<file path="src/rtl/nsalu_pkg.sv">
package nsalu_pkg;
  localparam int OP_W = 3;

  typedef enum logic [OP_W-1:0] {
    OP_ADD = 3'd0,
    OP_ADC = 3'd1,
    OP_SUB = 3'd2,
    OP_SBC = 3'd3,
    OP_AND = 3'd4,
    OP_OR  = 3'd5,
    OP_XOR = 3'd6,
    OP_XR2 = 3'd7
  } alu_op_e;

  typedef enum logic [1:0] {
    ST_IDLE = 2'd0,
    ST_LO   = 2'd1,
    ST_HI   = 2'd2
  } seq_st_e;

  function automatic logic op_is_sub(input alu_op_e o);
    return (o == OP_SUB) || (o == OP_SBC);
  endfunction

  function automatic logic op_is_logic(input alu_op_e o);
    return o[2];
  endfunction
endpackage

</file>
<file path="src/rtl/nsalu_nib.sv">
module nsalu_nib
  import nsalu_pkg::*;
#(
  parameter int NIB_W = 4
) (
  input  logic [NIB_W-1:0] a,
  input  logic [NIB_W-1:0] b,
  input  alu_op_e          op,
  input  logic             cin,
  output logic [NIB_W-1:0] y,
  output logic             cout
);
  logic [NIB_W-1:0] b_eff;
  logic [NIB_W:0]   sum;

  always_comb begin
    b_eff = op_is_sub(op) ? ~b : b;
    sum   = {1'b0, a} + {1'b0, b_eff} + {{NIB_W{1'b0}}, cin};
    unique case (op)
      OP_AND:        begin y = a & b; cout = 1'b0; end
      OP_OR:         begin y = a | b; cout = 1'b0; end
      OP_XOR, OP_XR2:begin y = a ^ b; cout = 1'b0; end
      default:       begin y = sum[NIB_W-1:0]; cout = sum[NIB_W]; end
    endcase
  end
endmodule

</file>
<file path="src/rtl/nsalu_seq.sv">
module nsalu_seq
  import nsalu_pkg::*;
(
  input  logic clk,
  input  logic rst,
  input  logic start,
  output logic accept,
  output logic pass_lo,
  output logic pass_hi,
  output logic done
);
  seq_st_e st_q;

  assign accept  = start && (st_q == ST_IDLE);
  assign pass_lo = (st_q == ST_LO);
  assign pass_hi = (st_q == ST_HI);

  always_ff @(posedge clk) begin
    if (rst) begin
      st_q <= ST_IDLE;
      done <= 1'b0;
    end else begin
      done <= pass_hi;
      unique case (st_q)
        ST_IDLE: if (start) st_q <= ST_LO;
        ST_LO:   st_q <= ST_HI;
        ST_HI:   st_q <= ST_IDLE;
        default: st_q <= ST_IDLE;
      endcase
    end
  end

  AST_DONE_ONE_CYCLE: assert property (@(posedge clk) disable iff (rst)
    done |=> !done);
  AST_HI_GIVES_DONE: assert property (@(posedge clk) disable iff (rst)
    pass_hi |=> done);
  AST_BUSY_NO_RESTART: assert property (@(posedge clk) disable iff (rst)
    (start && st_q != ST_IDLE) |-> !accept);
endmodule

</file>
<file path="src/rtl/nsalu_flags.sv">
module nsalu_flags
  import nsalu_pkg::*;
#(
  parameter int NIB_W = 4
) (
  input  logic                 clk,
  input  logic                 rst,
  input  logic                 pass_lo,
  input  logic                 pass_hi,
  input  alu_op_e              op,
  input  logic [NIB_W-1:0]     y,
  input  logic                 cout,
  output logic                 lo_carry,
  output logic [2*NIB_W-1:0]   result,
  output logic                 f_zero,
  output logic                 f_carry,
  output logic                 f_half,
  output logic                 f_parity
);
  logic [NIB_W-1:0] lo_q;
  logic             par_q;
  logic             is_sub, is_log;

  assign is_sub   = op_is_sub(op);
  assign is_log   = op_is_logic(op);

  always_ff @(posedge clk) begin
    if (rst) begin
      lo_q     <= '0;
      lo_carry <= 1'b0;
      par_q    <= 1'b0;
      result   <= '0;
      f_zero   <= 1'b0;
      f_carry  <= 1'b0;
      f_half   <= 1'b0;
      f_parity <= 1'b0;
    end else if (pass_lo) begin
      lo_q     <= y;
      lo_carry <= cout;
      par_q    <= ^y;
    end else if (pass_hi) begin
      result   <= {y, lo_q};
      f_zero   <= ~(|{y, lo_q});
      f_parity <= ~(par_q ^ (^y));
      f_carry  <= is_log ? 1'b0 : (cout ^ is_sub);
      f_half   <= is_log ? (op == OP_AND) : (lo_carry ^ is_sub);
    end
  end

  AST_ZERO_AGREES: assert property (@(posedge clk) disable iff (rst)
    pass_hi |=> (f_zero == (result == '0)));
  AST_LOGIC_CLEARS_CARRY: assert property (@(posedge clk) disable iff (rst)
    (pass_hi && is_log) |=> !f_carry);
endmodule

</file>
<file path="src/rtl/nsalu_top.sv">
module nsalu_top
  import nsalu_pkg::*;
#(
  parameter int NIB_W = 4,
  localparam int DATA_W = 2 * NIB_W
) (
  input  logic              clk,
  input  logic              rst,
  input  logic              start,
  input  logic [OP_W-1:0]   op,
  input  logic [DATA_W-1:0] opa,
  input  logic [DATA_W-1:0] opb,
  input  logic              carry_in,
  output logic [DATA_W-1:0] result,
  output logic              f_zero,
  output logic              f_carry,
  output logic              f_half,
  output logic              f_parity,
  output logic              done
);
  logic [DATA_W-1:0] a_q, b_q;
  alu_op_e           op_q;
  logic              ci_q;
  logic              accept, pass_lo, pass_hi;
  logic              lo_carry, first_cin, nib_cin, nib_cout;
  logic [NIB_W-1:0]  nib_a, nib_b, nib_y;

  nsalu_seq u_seq (
    .clk(clk), .rst(rst), .start(start),
    .accept(accept), .pass_lo(pass_lo), .pass_hi(pass_hi), .done(done)
  );

  always_ff @(posedge clk) begin
    if (rst) begin
      a_q  <= '0;
      b_q  <= '0;
      op_q <= OP_ADD;
      ci_q <= 1'b0;
    end else if (accept) begin
      a_q  <= opa;
      b_q  <= opb;
      op_q <= alu_op_e'(op);
      ci_q <= carry_in;
    end
  end

  always_comb begin
    unique case (op_q)
      OP_ADC:  first_cin = ci_q;
      OP_SUB:  first_cin = 1'b1;
      OP_SBC:  first_cin = ~ci_q;
      default: first_cin = 1'b0;
    endcase
    nib_cin = pass_hi ? lo_carry : first_cin;
    nib_a   = pass_hi ? a_q[DATA_W-1:NIB_W] : a_q[NIB_W-1:0];
    nib_b   = pass_hi ? b_q[DATA_W-1:NIB_W] : b_q[NIB_W-1:0];
  end

  nsalu_nib #(.NIB_W(NIB_W)) u_nib (
    .a(nib_a), .b(nib_b), .op(op_q), .cin(nib_cin),
    .y(nib_y), .cout(nib_cout)
  );

  nsalu_flags #(.NIB_W(NIB_W)) u_flags (
    .clk(clk), .rst(rst), .pass_lo(pass_lo), .pass_hi(pass_hi), .op(op_q),
    .y(nib_y), .cout(nib_cout), .lo_carry(lo_carry), .result(result),
    .f_zero(f_zero), .f_carry(f_carry), .f_half(f_half), .f_parity(f_parity)
  );

  AST_HOLD_RESULT: assert property (@(posedge clk) disable iff (rst)
    !pass_hi |=> ($stable(result) && $stable(f_carry) && $stable(f_half)));
  AST_OPS_FROZEN: assert property (@(posedge clk) disable iff (rst)
    (pass_lo || pass_hi) |=> ($stable(a_q) && $stable(b_q) && $stable(op_q)));
endmodule

</file>
<file path="config.mk">
export PLATFORM = sky130hd
export DESIGN_NAME = nsalu_top
export DESIGN_NICKNAME = d
export VERILOG_FILES = /design/src/rtl/nsalu_pkg.sv /design/src/rtl/nsalu_nib.sv /design/src/rtl/nsalu_seq.sv /design/src/rtl/nsalu_flags.sv /design/src/rtl/nsalu_top.sv
export SDC_FILE = /design/constraint.sdc
export NUM_CORES = 1
export LEC_CHECK = 0
export ABC_CLOCK_PERIOD_IN_PS = 3800
export BUFFER_PORTS_ARGS = -buffer_cell sky130_fd_sc_hd__clkbuf_2
export CORE_UTILIZATION = 40
export CTS_BUF_LIST = sky130_fd_sc_hd__clkbuf_4 sky130_fd_sc_hd__clkbuf_8
export DETAILED_ROUTE_END_ITERATION = 7
export GPL_TIMING_DRIVEN = 0
export HOLD_SLACK_MARGIN = 0.03
export PLACE_DENSITY_LB_ADDON = 0.15
export SLEW_MARGIN = 20
export SYNTH_ARGS = -nofsm -noshare
export SYNTH_HDL_FRONTEND = slang
export SYNTH_HIERARCHICAL = 1
export SYNTH_SLANG_ARGS = --single-unit
</file>
<file path="constraint.sdc">
create_clock -name clk -period 3.8 [get_ports clk]
set_input_delay 0.38 -clock clk [delete_from_list [all_inputs] [get_ports clk]]
set_output_delay 0.38 -clock clk [all_outputs]
set_load 0.02 [all_outputs]
</file>
==> results of run 1 <==
[state kept, by name, summed over array words and instances, names as in the netlist]
name and cells:
u_flags/f_half 1, u_flags/lo_carry 1, u_flags/f_zero 1, a_q 8, u_flags/par_q 1, u_flags/f_carry 1, u_flags/lo_q 4, u_seq/st_q 2
b_q 8, u_seq/done 1, op_q 3, u_flags/result 8, u_flags/f_parity 1, ci_q 1
[logic make-up after synthesis]
kind of cell	after synthesis	synth area share
multiplexers	33	0.160
AO/OA/AOI/OAI	26	0.0747
AND/OR/NAND/NOR	81	0.182
flip-flops	41	0.386
buffers and inverters	26	0.0642
adder cells (fa/ha/maj)	15	0.0954
XOR/XNOR	9	0.0371
[power groups by stage]
stage          sequential [mW]  combinational, mW  clock (mW)
6_report                 0.469              0.232       0.409
5_1_grt                  0.472              0.264       0.443
4_1_cts                  0.469              0.221       0.422
3_5_place_dp             0.479              0.220           0
3_3_place_gp             0.479              0.218           0
2_1_floorplan            0.477              0.170           0
[worst max-delay path, stage by stage, from the launching register on]
cell and delay [ns]:
dfxtp_1 0.36, and2b_2 0.28, buf_6 0.16, mux2_2 0.39, xnor2_1 0.15, fa_1 0.41, fa_1 0.41, xor2_1 0.15
nor2_1 0.07, a31oi_2 0.24, inv_1 0.07, ha_1 0.32, xnor2_2 0.15, xnor2_1 0.13, a211oi_1 0.22
[path summary, 6_finish.rpt]
path | from | end | slack, ns
hold reg to reg | u_flags/f_carry$_SDFFE_PP0P_ | u_flags/f_carry$_SDFFE_PP0P_ | 0.45
setup reg to reg | u_seq/st_q[0]$_SDFFE_PP0P_ | u_flags/f_parity$_SDFFE_PP0P_ | 0.18
hold / removal | opa[4] | a_q[4]$_SDFFE_PP0P_ | 0.32
setup / recovery | u_seq/st_q[0]$_SDFFE_PP0P_ | u_flags/f_parity$_SDFFE_PP0P_ | 0.18
[cells in the final DEF (no fill, tap or decap), types with 6 or more instances in the layout]
cell and instances:
dfxtp_1 41, clkbuf_2 35, nor2_1 34, nand2_1 25, mux2i_1 25, a21oi_1 14
inv_1 13, ha_1 13, mux2_2 8, xnor2_1 6
[area by class of cell]
cell class | instances | area share
multi-input cells | 164 | 0.466
flip-flops and latches | 41 | 0.324
repair buffers | 35 | 0.0691
plain buffers | 13 | 0.0345
well taps | 70 | 0.0345
clock buffers | 5 | 0.0271
clock inverters | 3 | 0.0257
inverters | 13 | 0.0192
[per-layer routing]
metal	vias up	GRT usage	part of all wire
met5	-	0	0
met4	0	0.0503	0.0095
met3	4	0.0361	0.028
met2	22	0.256	0.46
met1	756	0.209	0.51
li1	853	-	-
[stage by stage]
stage | TNS [ns] | std cells | power, mW | util
final | 0 | 344 | 1.11 | 0.497
after global routing | -0.00191 | 344 | 1.18 | 0.497
after CTS | 0 | 344 | 1.11 | 0.494
after detailed placement | 0 | 336 | 0.699 | 0.468
after global placement | 0 | 336 | 0.696 | 0.468
after floorplan | 0 | 231 | 0.647 | -
[repair_timing]
item	in CTS	in global routing
endpoints found under the setup margin	0	1
setup buffers	0	0
resized for setup	0	2
==> reports/qor.tcl, run 1 <==
set qor(cp.required_ns) 4.00
set qor(cts_tree) {built}
set qor(pre_cts_ws_ns) 0.0729
set qor(netSwitchingPower_mw) 0.284
set qor(post_dp_cell_area_mm2) 0.00239
set qor(hpwl_um) 3030
set qor(port_buffers) 35
set qor(ctsHoldBuffers) 0
set qor(maxSlewHeadroom) 0.680
set qor(syn_nets) 269
set qor(final.hold.worst_slack_ns) 0.319
set qor(timing.critical_path.to_type) {register}
set qor(antennaDiodeCount) 0
set qor(die_h_um) 74.9
set qor(sequentialPowerShare) 0.422
set qor(max_freq_ghz) 0.276
set qor(cell_internal_power_dissipation_mw) 0.826
set qor(routed_wirelength_um) 4020
set qor(antenna_found_initial) 0
set qor(clkLatencyLatePin_ns) 0.29
set qor(yosysWarningCount) 6
set qor(num_rows) 26
set qor(post_route_cells_drive_above_1_share) 0.248
set qor(design.portCount) 36
set qor(floorplan.die.width_um) 74.9
set qor(worstHoldPathType) {in2reg}
set qor(final_worst_path_period_share) 0.953
set qor(multi_input_area_mm2) 0.00118
set qor(max_slew.worst_pin.slew_ns) 0.479
set qor(synth_flop_cell) {dfxtp_1}
set qor(finalWorstPathRequiredPeriod_ns) 3.62
set qor(grt_pass1_vias) 1540
set qor(largest_net_degree_at_the_start_of_global_routing) 14
set qor(synth.top_cells.by_area) {dfxtp_1 39%, mux2i_1 12%, ha_1 7.7%, nor2_1 6.0%, nand2_1 4.4%}
set qor(clockPowerShare) 0.369
set qor(initial_core_util) 0.416
set qor(firstDrtPassIters) 4
set qor(combinationalPowerShare) 0.209
set qor(clkSlewWorstSetupHoldPaths_ns) 0.08
set qor(synthTopCellsByCount) {41 x dfxtp_1, 34 x nor2_1, 25 x mux2i_1, 25 x nand2_1, 14 x a21oi_1}
set qor(crit_fanout) 10
set qor(worst_setup_path_start_kind) {register}
set qor(timing_worst_setup_path_type) {reg2reg}
set qor(htreeDepth) 2
set qor(final_nets) 311
set qor(seq_area_frac_synth) 0.386
set qor(r2r_cells) 14
set qor(postLayoutSetupSlackWorst_ns) 0.177
set qor(drt-initial-drc-count) 69
set qor(fin_area_mm2) 0.00254
set qor(yosysTopAreaCellShare) 0.386
set qor(vdd_ir_drop_max_v) 0.000175
set qor(arrival_ns) 3.83
set qor(postSynthRegisterBits) 41
set qor(skew_ns) 0.00559
set qor(place.gp.congestion) 0.761
set qor(synthesis.area_mm2) 0.00213
set qor(synth.distinct_cells) 37
set qor(max-cap-violations) 0
set qor(post-synth-top-count-cell) {dfxtp_1}
set qor(overflow) 0
set qor(p_per_area_mw_per_mm2) 438
set qor(fp.dieArea_mm2) 0.00561
set qor(sw_frac_of_total) 0.256
set qor(report.final.slew_viol_count) 0
set qor(whs_path_depth) 3
set qor(synthToLayoutAreaGrowth_pct) 19.3
set qor(post-route-drc-count) 0
set qor(via_per_inst) 4.75
set qor(cts_sinks) 41
set qor(total_count_of_hold_check_failures_in_the_final_report) 0
set qor(synth_cells) 231
set qor(synth_top_cell_by_area) {dfxtp_1}
set qor(num_vias) 1635
set qor(power.leakage_nw) 1.11
set qor(floorplan.core_area_mm2) 0.00511
set qor(synth.avg_cell_area_um2) 9.20
set qor(finalSetupViolCount) 0
set qor(wire_per_inst_um) 11.7
set qor(grt_first_pass_wirelength_um) 6750
set qor(n_fill_cell) 525
set qor(groute.usage.overall) 0.158
set qor(status) {finished clean}
set qor(total_clock_buffers_created_by_cts) 5
set qor(ff_latch_area_um2) 821
set qor(synth-edff-count) 0
set qor(cts_root_buffer) {clkbuf_8}
set qor(synth_async_sr_flop_share) 0
set qor(clock_tree.buffer_depth) 2
set qor(antenna_left) 0
Power figures use the tool's default switching activity.
==> inputs of run 2 (changes only) <==
CORE_UTILIZATION = 35   (was 40)
==> run 2 against run 1 <==
First-iteration DRC count down 20%; via count down 1.5%; final area down 0.39%; cell count up 2.0%; largest power group unchanged; critical endpoint unchanged; critical path type unchanged.
==> reports/qor.tcl, run 2 (synthesized netlist as in run 1, its figures left out) <==
set qor(status) {finished clean}
set qor(layout_commonest_cell) {dfxtp_1}
set qor(cp_slowest_stage_delay_ns) 0.41
set qor(routed_wirelength_um) 4170
set qor(setup_repair_after_global_routing_missed_its_margin) {false}
set qor(htreeDepth) 2
set qor(cp_num_buf_inv) 2
set qor(largest_net_degree_at_the_start_of_global_routing) 13
set qor(fp.dieArea_mm2) 0.00639
set qor(wire_per_inst_um) 11.9
set qor(port_buffers) 35
set qor(floorplan.core_area_mm2) 0.00589
set qor(finalSetupTns_ns) 0
set qor(clkLatencyLatePin_ns) 0.29
set qor(final_nets) 313
set qor(timing.critical_path.to_type) {register}
set qor(grt_pass1_vias) 1531
set qor(final_core_util) 0.429
set qor(report.final.slew_viol_count) 0
set qor(post_route_cells_drive_above_1_share) 0.257
set qor(crit_slowest_cell) {fa_1}
set qor(skew_ns) 0.00469
set qor(power.leakage_nw) 1.11
set qor(cts_tree) {built}
set qor(overflow) 0
set qor(layout_common_cells) {40 x dfxtp_1, 35 x clkbuf_2, 34 x nor2_1}
set qor(worst_setup_path_start_kind) {register}
set qor(floorplan.die.width_um) 79.9
set qor(cts_sinks) 41
set qor(cell_internal_power_dissipation_mw) 0.734
set qor(crit_chain) {and2b_2 -> buf_6 -> mux2_2 -> xnor2_1 -> fa_1 -> fa_1 -> xor2_1 -> nor2_1 -> a31oi_2 -> inv_1 -> ha_1 -> xnor2_2 -> xnor2_1 -> a211oi_1}
set qor(num_vias) 1611
set qor(max-cap-violations) 0
set qor(drt-initial-drc-count) 55
set qor(initial_core_util) 0.361
set qor(hpwl_um) 3130
set qor(groute.usage.overall) 0.148
set qor(grt_first_pass_wirelength_um) 7230
set qor(worst_path_dominant_cell_family) {adder cells}
set qor(clock_tree.buffer_depth) 2
set qor(finalWorstPathRequiredPeriod_ns) 3.54
set qor(final_worst_path_period_share) 0.931
set qor(max_freq_ghz) 0.283
set qor(ctsHoldBuffers) 0
set qor(p_per_area_mw_per_mm2) 402
set qor(total_clock_buffers_created_by_cts) 5
set qor(arrival_ns) 3.75
set qor(post_dp_cell_area_mm2) 0.00239
set qor(synthToLayoutAreaGrowth_pct) 18.8
set qor(vdd_ir_drop_max_v) 0.000189
set qor(maxSlewHeadroom) 0.658
set qor(finalSetupViolCount) 0
set qor(place.gp.congestion) 0.833
set qor(firstDrtPassIters) 4
set qor(antenna_found_initial) 0
set qor(biggest_registers_after_layout) {a_q: 8 flops, b_q: 8 flops, u_flags/result: 8 flops}
set qor(sequentialPowerShare) 0.461
set qor(design.portCount) 36
set qor(max_slew.worst_pin.slew_ns) 0.513
set qor(n_fill_cell) 629
set qor(clockPowerShare) 0.304
set qor(clkSlewWorstSetupHoldPaths_ns) 0.08
set qor(crit_fanout) 10
set qor(worstHoldPathType) {in2reg}
set qor(antennaDiodeCount) 0
set qor(fin_area_mm2) 0.00253
set qor(sw_frac_of_total) 0.278
set qor(via_per_inst) 4.59
set qor(die_h_um) 79.9
set qor(total_count_of_hold_check_failures_in_the_final_report) 0
set qor(cts_root_buffer) {clkbuf_8}
set qor(combinationalPowerShare) 0.236
set qor(num_rows) 28
set qor(antenna_left) 0
set qor(cp.required_ns) 4.01
set qor(post-route-drc-count) 0
set qor(netSwitchingPower_mw) 0.283
set qor(timing_worst_setup_path_type) {reg2reg}
run 2: cell types whose count changed in the layout (fill, tap and decap cells not counted):
cell,delta
buf_4,+2
bufinv_16,-2
clkbuf_8,+2
dfxtp_1,-1
dfxtp_2,+1
run 2: final timing paths:
path / end / slack, ns / cells after the start / startpoint
worst max-delay path: u_flags/f_parity$_SDFFE_PP0P_ / 0.26 / 14 / u_seq/st_q[0]$_SDFFE_PP0P_
worst min-delay path: b_q[5]$_SDFFE_PP0P_ / 0.32 / 3 / opb[5]
worst max register to register: u_flags/f_parity$_SDFFE_PP0P_ / 0.26 / 14 / u_seq/st_q[0]$_SDFFE_PP0P_
worst min register to register: u_flags/result[0]$_SDFFE_PP0P_ / 0.46 / 2 / u_flags/result[0]$_SDFFE_PP0P_
run 2: layer usage:
layer	vias up	part of all wire	global-route usage
met4	0	0.0065	0.0482
met2	24	0.44	0.228
met3	2	0.029	0.0343
li1	852	-	-
met5	-	0	0
met1	733	0.52	0.201
run 2: final cells by class:
class,count,area (um2),area share
clock buffers,7,96.3,0.0381
clock inverters,1,5.00,0.00198
multi-input cells,164,1180,0.468
plain buffers,13,87.6,0.0347
flip-flops and latches,41,822,0.325
inverters,13,48.8,0.0193
well taps,75,93.8,0.0371
repair buffers,37,190,0.0753
run 2: what timing repair did:
action	CTS	global route
endpoints found under the hold margin	0	0
gates resized for setup	1	2
setup endpoints to repair	1	1
buffers inserted	0	2
run 2: through the flow:
stage / power [mW] / setup slack [ns] / hold slack, ns / cells
floorplan: 0.647 / 0.487 / 0.444 / 231
CTS: 1.02 / 0.0921 / 0.318 / 349
detailed placement: 0.703 / 0.0179 / 0.449 / 341
finish: 1.02 / 0.261 / 0.324 / 351
global placement: 0.699 / 0.0266 / 0.447 / 341
global route: 1.09 / 0.0399 / 0.319 / 351
run 2: tightest hold or removal path: cells and delay by family:
family	cells	cell delay [ns]
muxes	1	0.05
buffers and inverters	1	0.07
and+or+nand+nor	1	0.07
run 2: power groups by stage:
stage / sequential (mW) / combinational [mW] / clock (mW)
3_3_place_gp: 0.479 / 0.220 / 0
2_1_floorplan: 0.477 / 0.170 / 0
3_5_place_dp: 0.479 / 0.224 / 0
5_1_grt: 0.472 / 0.271 / 0.343
4_1_cts: 0.469 / 0.228 / 0.324
6_report: 0.468 / 0.240 / 0.309
==> inputs of run 3 (changes only) <==
CORE_ASPECT_RATIO = 1.25   (was unset)
==> run 3 against run 2 <==
Final area increased by 0.59%; largest cell class unchanged; sequential power about the same; worst hold slack got worse by 0.0057 ns; non-clock buffer count decreased by 2; clock power increased by 35%; critical path depth unchanged; flip-flop and latch count unchanged.
==> reports/qor.tcl, run 3 (synthesized netlist as in run 1, its figures left out) <==
set qor(overflow) 0
set qor(status) {finished clean}
set qor(layout_common_cells) {40 x dfxtp_1, 35 x clkbuf_2, 34 x nor2_1}
set qor(timing_worst_setup_path_type) {reg2reg}
set qor(cell_internal_power_dissipation_mw) 0.828
set qor(via_per_inst) 4.70
set qor(firstDrtPassIters) 4
set qor(antenna_found_initial) 0
set qor(netSwitchingPower_mw) 0.294
set qor(post-layout-total-power_mw) 1.12
set qor(clock_tree.buffer_depth) 2
set qor(hpwl_um) 3100
set qor(grt_pass1_vias) 1585
set qor(finalSetupViolCount) 0
set qor(htreeDepth) 2
set qor(max-cap-violations) 0
set qor(max_freq_ghz) 0.285
set qor(ctsHoldBuffers) 0
set qor(post_dp_cell_area_mm2) 0.00238
set qor(timing.critical_path.to_type) {register}
set qor(grt_first_pass_wirelength_um) 7080
set qor(power.leakage_nw) 1.11
set qor(port_buffers) 35
set qor(cell_mode_on_critical_path) {xnor2_1}
set qor(crit_slowest_cell) {fa_1}
set qor(sw_frac_of_total) 0.262
set qor(skew_ns) 0.00303
set qor(cp_num_buf_inv) 2
set qor(antennaDiodeCount) 0
set qor(cp_slowest_stage_delay_ns) 0.41
set qor(finalWorstPathRequiredPeriod_ns) 3.51
set qor(routed_wirelength_um) 4150
set qor(fin_area_mm2) 0.00254
set qor(layout_commonest_cell) {dfxtp_1}
set qor(post_route_cells_drive_above_1_share) 0.259
set qor(clkSlewWorstSetupHoldPaths_ns) 0.08
set qor(antenna_left) 0
set qor(total_clock_buffers_created_by_cts) 5
set qor(groute.usage.overall) 0.143
set qor(fp.dieArea_mm2) 0.00639
set qor(drt-initial-drc-count) 64
set qor(final_nets) 311
set qor(final_worst_path_period_share) 0.922
set qor(crit_chain) {and2b_2 -> buf_6 -> mux2_2 -> xnor2_1 -> fa_2 -> fa_1 -> xor2_1 -> nor2_1 -> a31oi_2 -> inv_1 -> ha_1 -> xnor2_2 -> xnor2_1 -> a211oi_1}
set qor(worst_setup_path_start_kind) {register}
set qor(synthToLayoutAreaGrowth_pct) 19.5
set qor(die_h_um) 89.1
set qor(combinationalPowerShare) 0.210
set qor(vdd_ir_drop_max_v) 0.000192
set qor(cts_tree) {built}
set qor(setup_repair_after_global_routing_missed_its_margin) {false}
set qor(max_slew.worst_pin.slew_ns) 0.494
set qor(crit_fanout) 10
set qor(num_rows) 31
set qor(finalSetupTns_ns) 0
set qor(wire_per_inst_um) 12.2
set qor(post_cts_resize_count) 0
set qor(worst_path_dominant_cell_family) {adder cells}
set qor(total_count_of_hold_check_failures_in_the_final_report) 0
set qor(post_cts.repair.setup_buffers) 0
set qor(clockPowerShare) 0.373
set qor(biggest_registers_after_layout) {a_q: 8 flops, b_q: 8 flops, u_flags/result: 8 flops}
set qor(cts_root_buffer) {clkbuf_8}
set qor(clkLatencyLatePin_ns) 0.29
set qor(sequentialPowerShare) 0.417
set qor(report.final.slew_viol_count) 0
set qor(p_per_area_mw_per_mm2) 442
set qor(n_fill_cell) 606
set qor(worstHoldPathType) {in2reg}
set qor(num_vias) 1598
set qor(floorplan.core_area_mm2) 0.00582
set qor(cp.required_ns) 4.01
set qor(arrival_ns) 3.72
set qor(floorplan.die.width_um) 71.7
set qor(cts_sinks) 41
set qor(maxSlewHeadroom) 0.670
set qor(post-route-drc-count) 0
set qor(place.gp.congestion) 0.748
set qor(largest_net_degree_at_the_start_of_global_routing) 14
set qor(design.portCount) 36
set qor(initial_core_util) 0.365
==> run 3: area by class of cell <==
type | instances | area, um2 | area share
repair buffers | 35 | 175 | 0.0689
flip-flops and latches | 41 | 822 | 0.323
inverters | 13 | 48.8 | 0.0192
well taps | 66 | 82.6 | 0.0325
clock buffers | 5 | 68.8 | 0.0271
clock inverters | 3 | 65.1 | 0.0256
plain buffers | 13 | 87.6 | 0.0345
multi-input cells | 164 | 1190 | 0.469
==> run 3: worst paths after layout <==
check | start | end | slack [ns] | depth (start not counted)
max | u_seq/st_q[0]$_SDFFE_PP0P_ | u_flags/f_parity$_SDFFE_PP0P_ | 0.29 | 14
min | opb[4] | b_q[4]$_SDFFE_PP0P_ | 0.32 | 3
max reg2reg | u_seq/st_q[0]$_SDFFE_PP0P_ | u_flags/f_parity$_SDFFE_PP0P_ | 0.29 | 14
min reg2reg | u_flags/result[3]$_SDFFE_PP0P_ | u_flags/result[3]$_SDFFE_PP0P_ | 0.45 | 2
==> run 3: power groups by stage <==
stage               sequential (mW)  combinational (mW)  clock, mW
finish                        0.468               0.236      0.418
global route                  0.472               0.267      0.451
CTS                           0.469               0.225      0.432
floorplan                     0.477               0.170          0
global placement              0.479               0.220          0
detailed placement            0.479               0.223          0
==> run 3: worst reg2reg max path, stage by stage, from the launching register on <==
cell and delay (ns):
dfxtp_1 0.36, and2b_2 0.28, buf_6 0.16, mux2_2 0.39, xnor2_1 0.15, fa_2 0.35
fa_1 0.41, xor2_1 0.15, nor2_1 0.06, a31oi_2 0.22, inv_1 0.07, ha_1 0.33
xnor2_2 0.16, xnor2_1 0.13, a211oi_1 0.20
==> run 3: layer usage <==
metal | vias up | track usage | routed length (um)
met5 | - | 0 | 0
met4 | 0 | 0.0428 | 55
met3 | 5 | 0.0316 | 122
met2 | 27 | 0.262 | 2070
met1 | 710 | 0.167 | 1900
li1 | 856 | - | -
==> run 3: through the flow <==
stage,cells,setup WS [ns],utilization,hold WS (ns)
floorplan,231,0.487,-,0.444
global placement,332,0.0751,0.410,0.440
detailed placement,332,0.0635,0.410,0.447
CTS,340,0.0445,0.433,0.309
global route,340,0.0428,0.437,0.308
finish,340,0.295,0.437,0.318
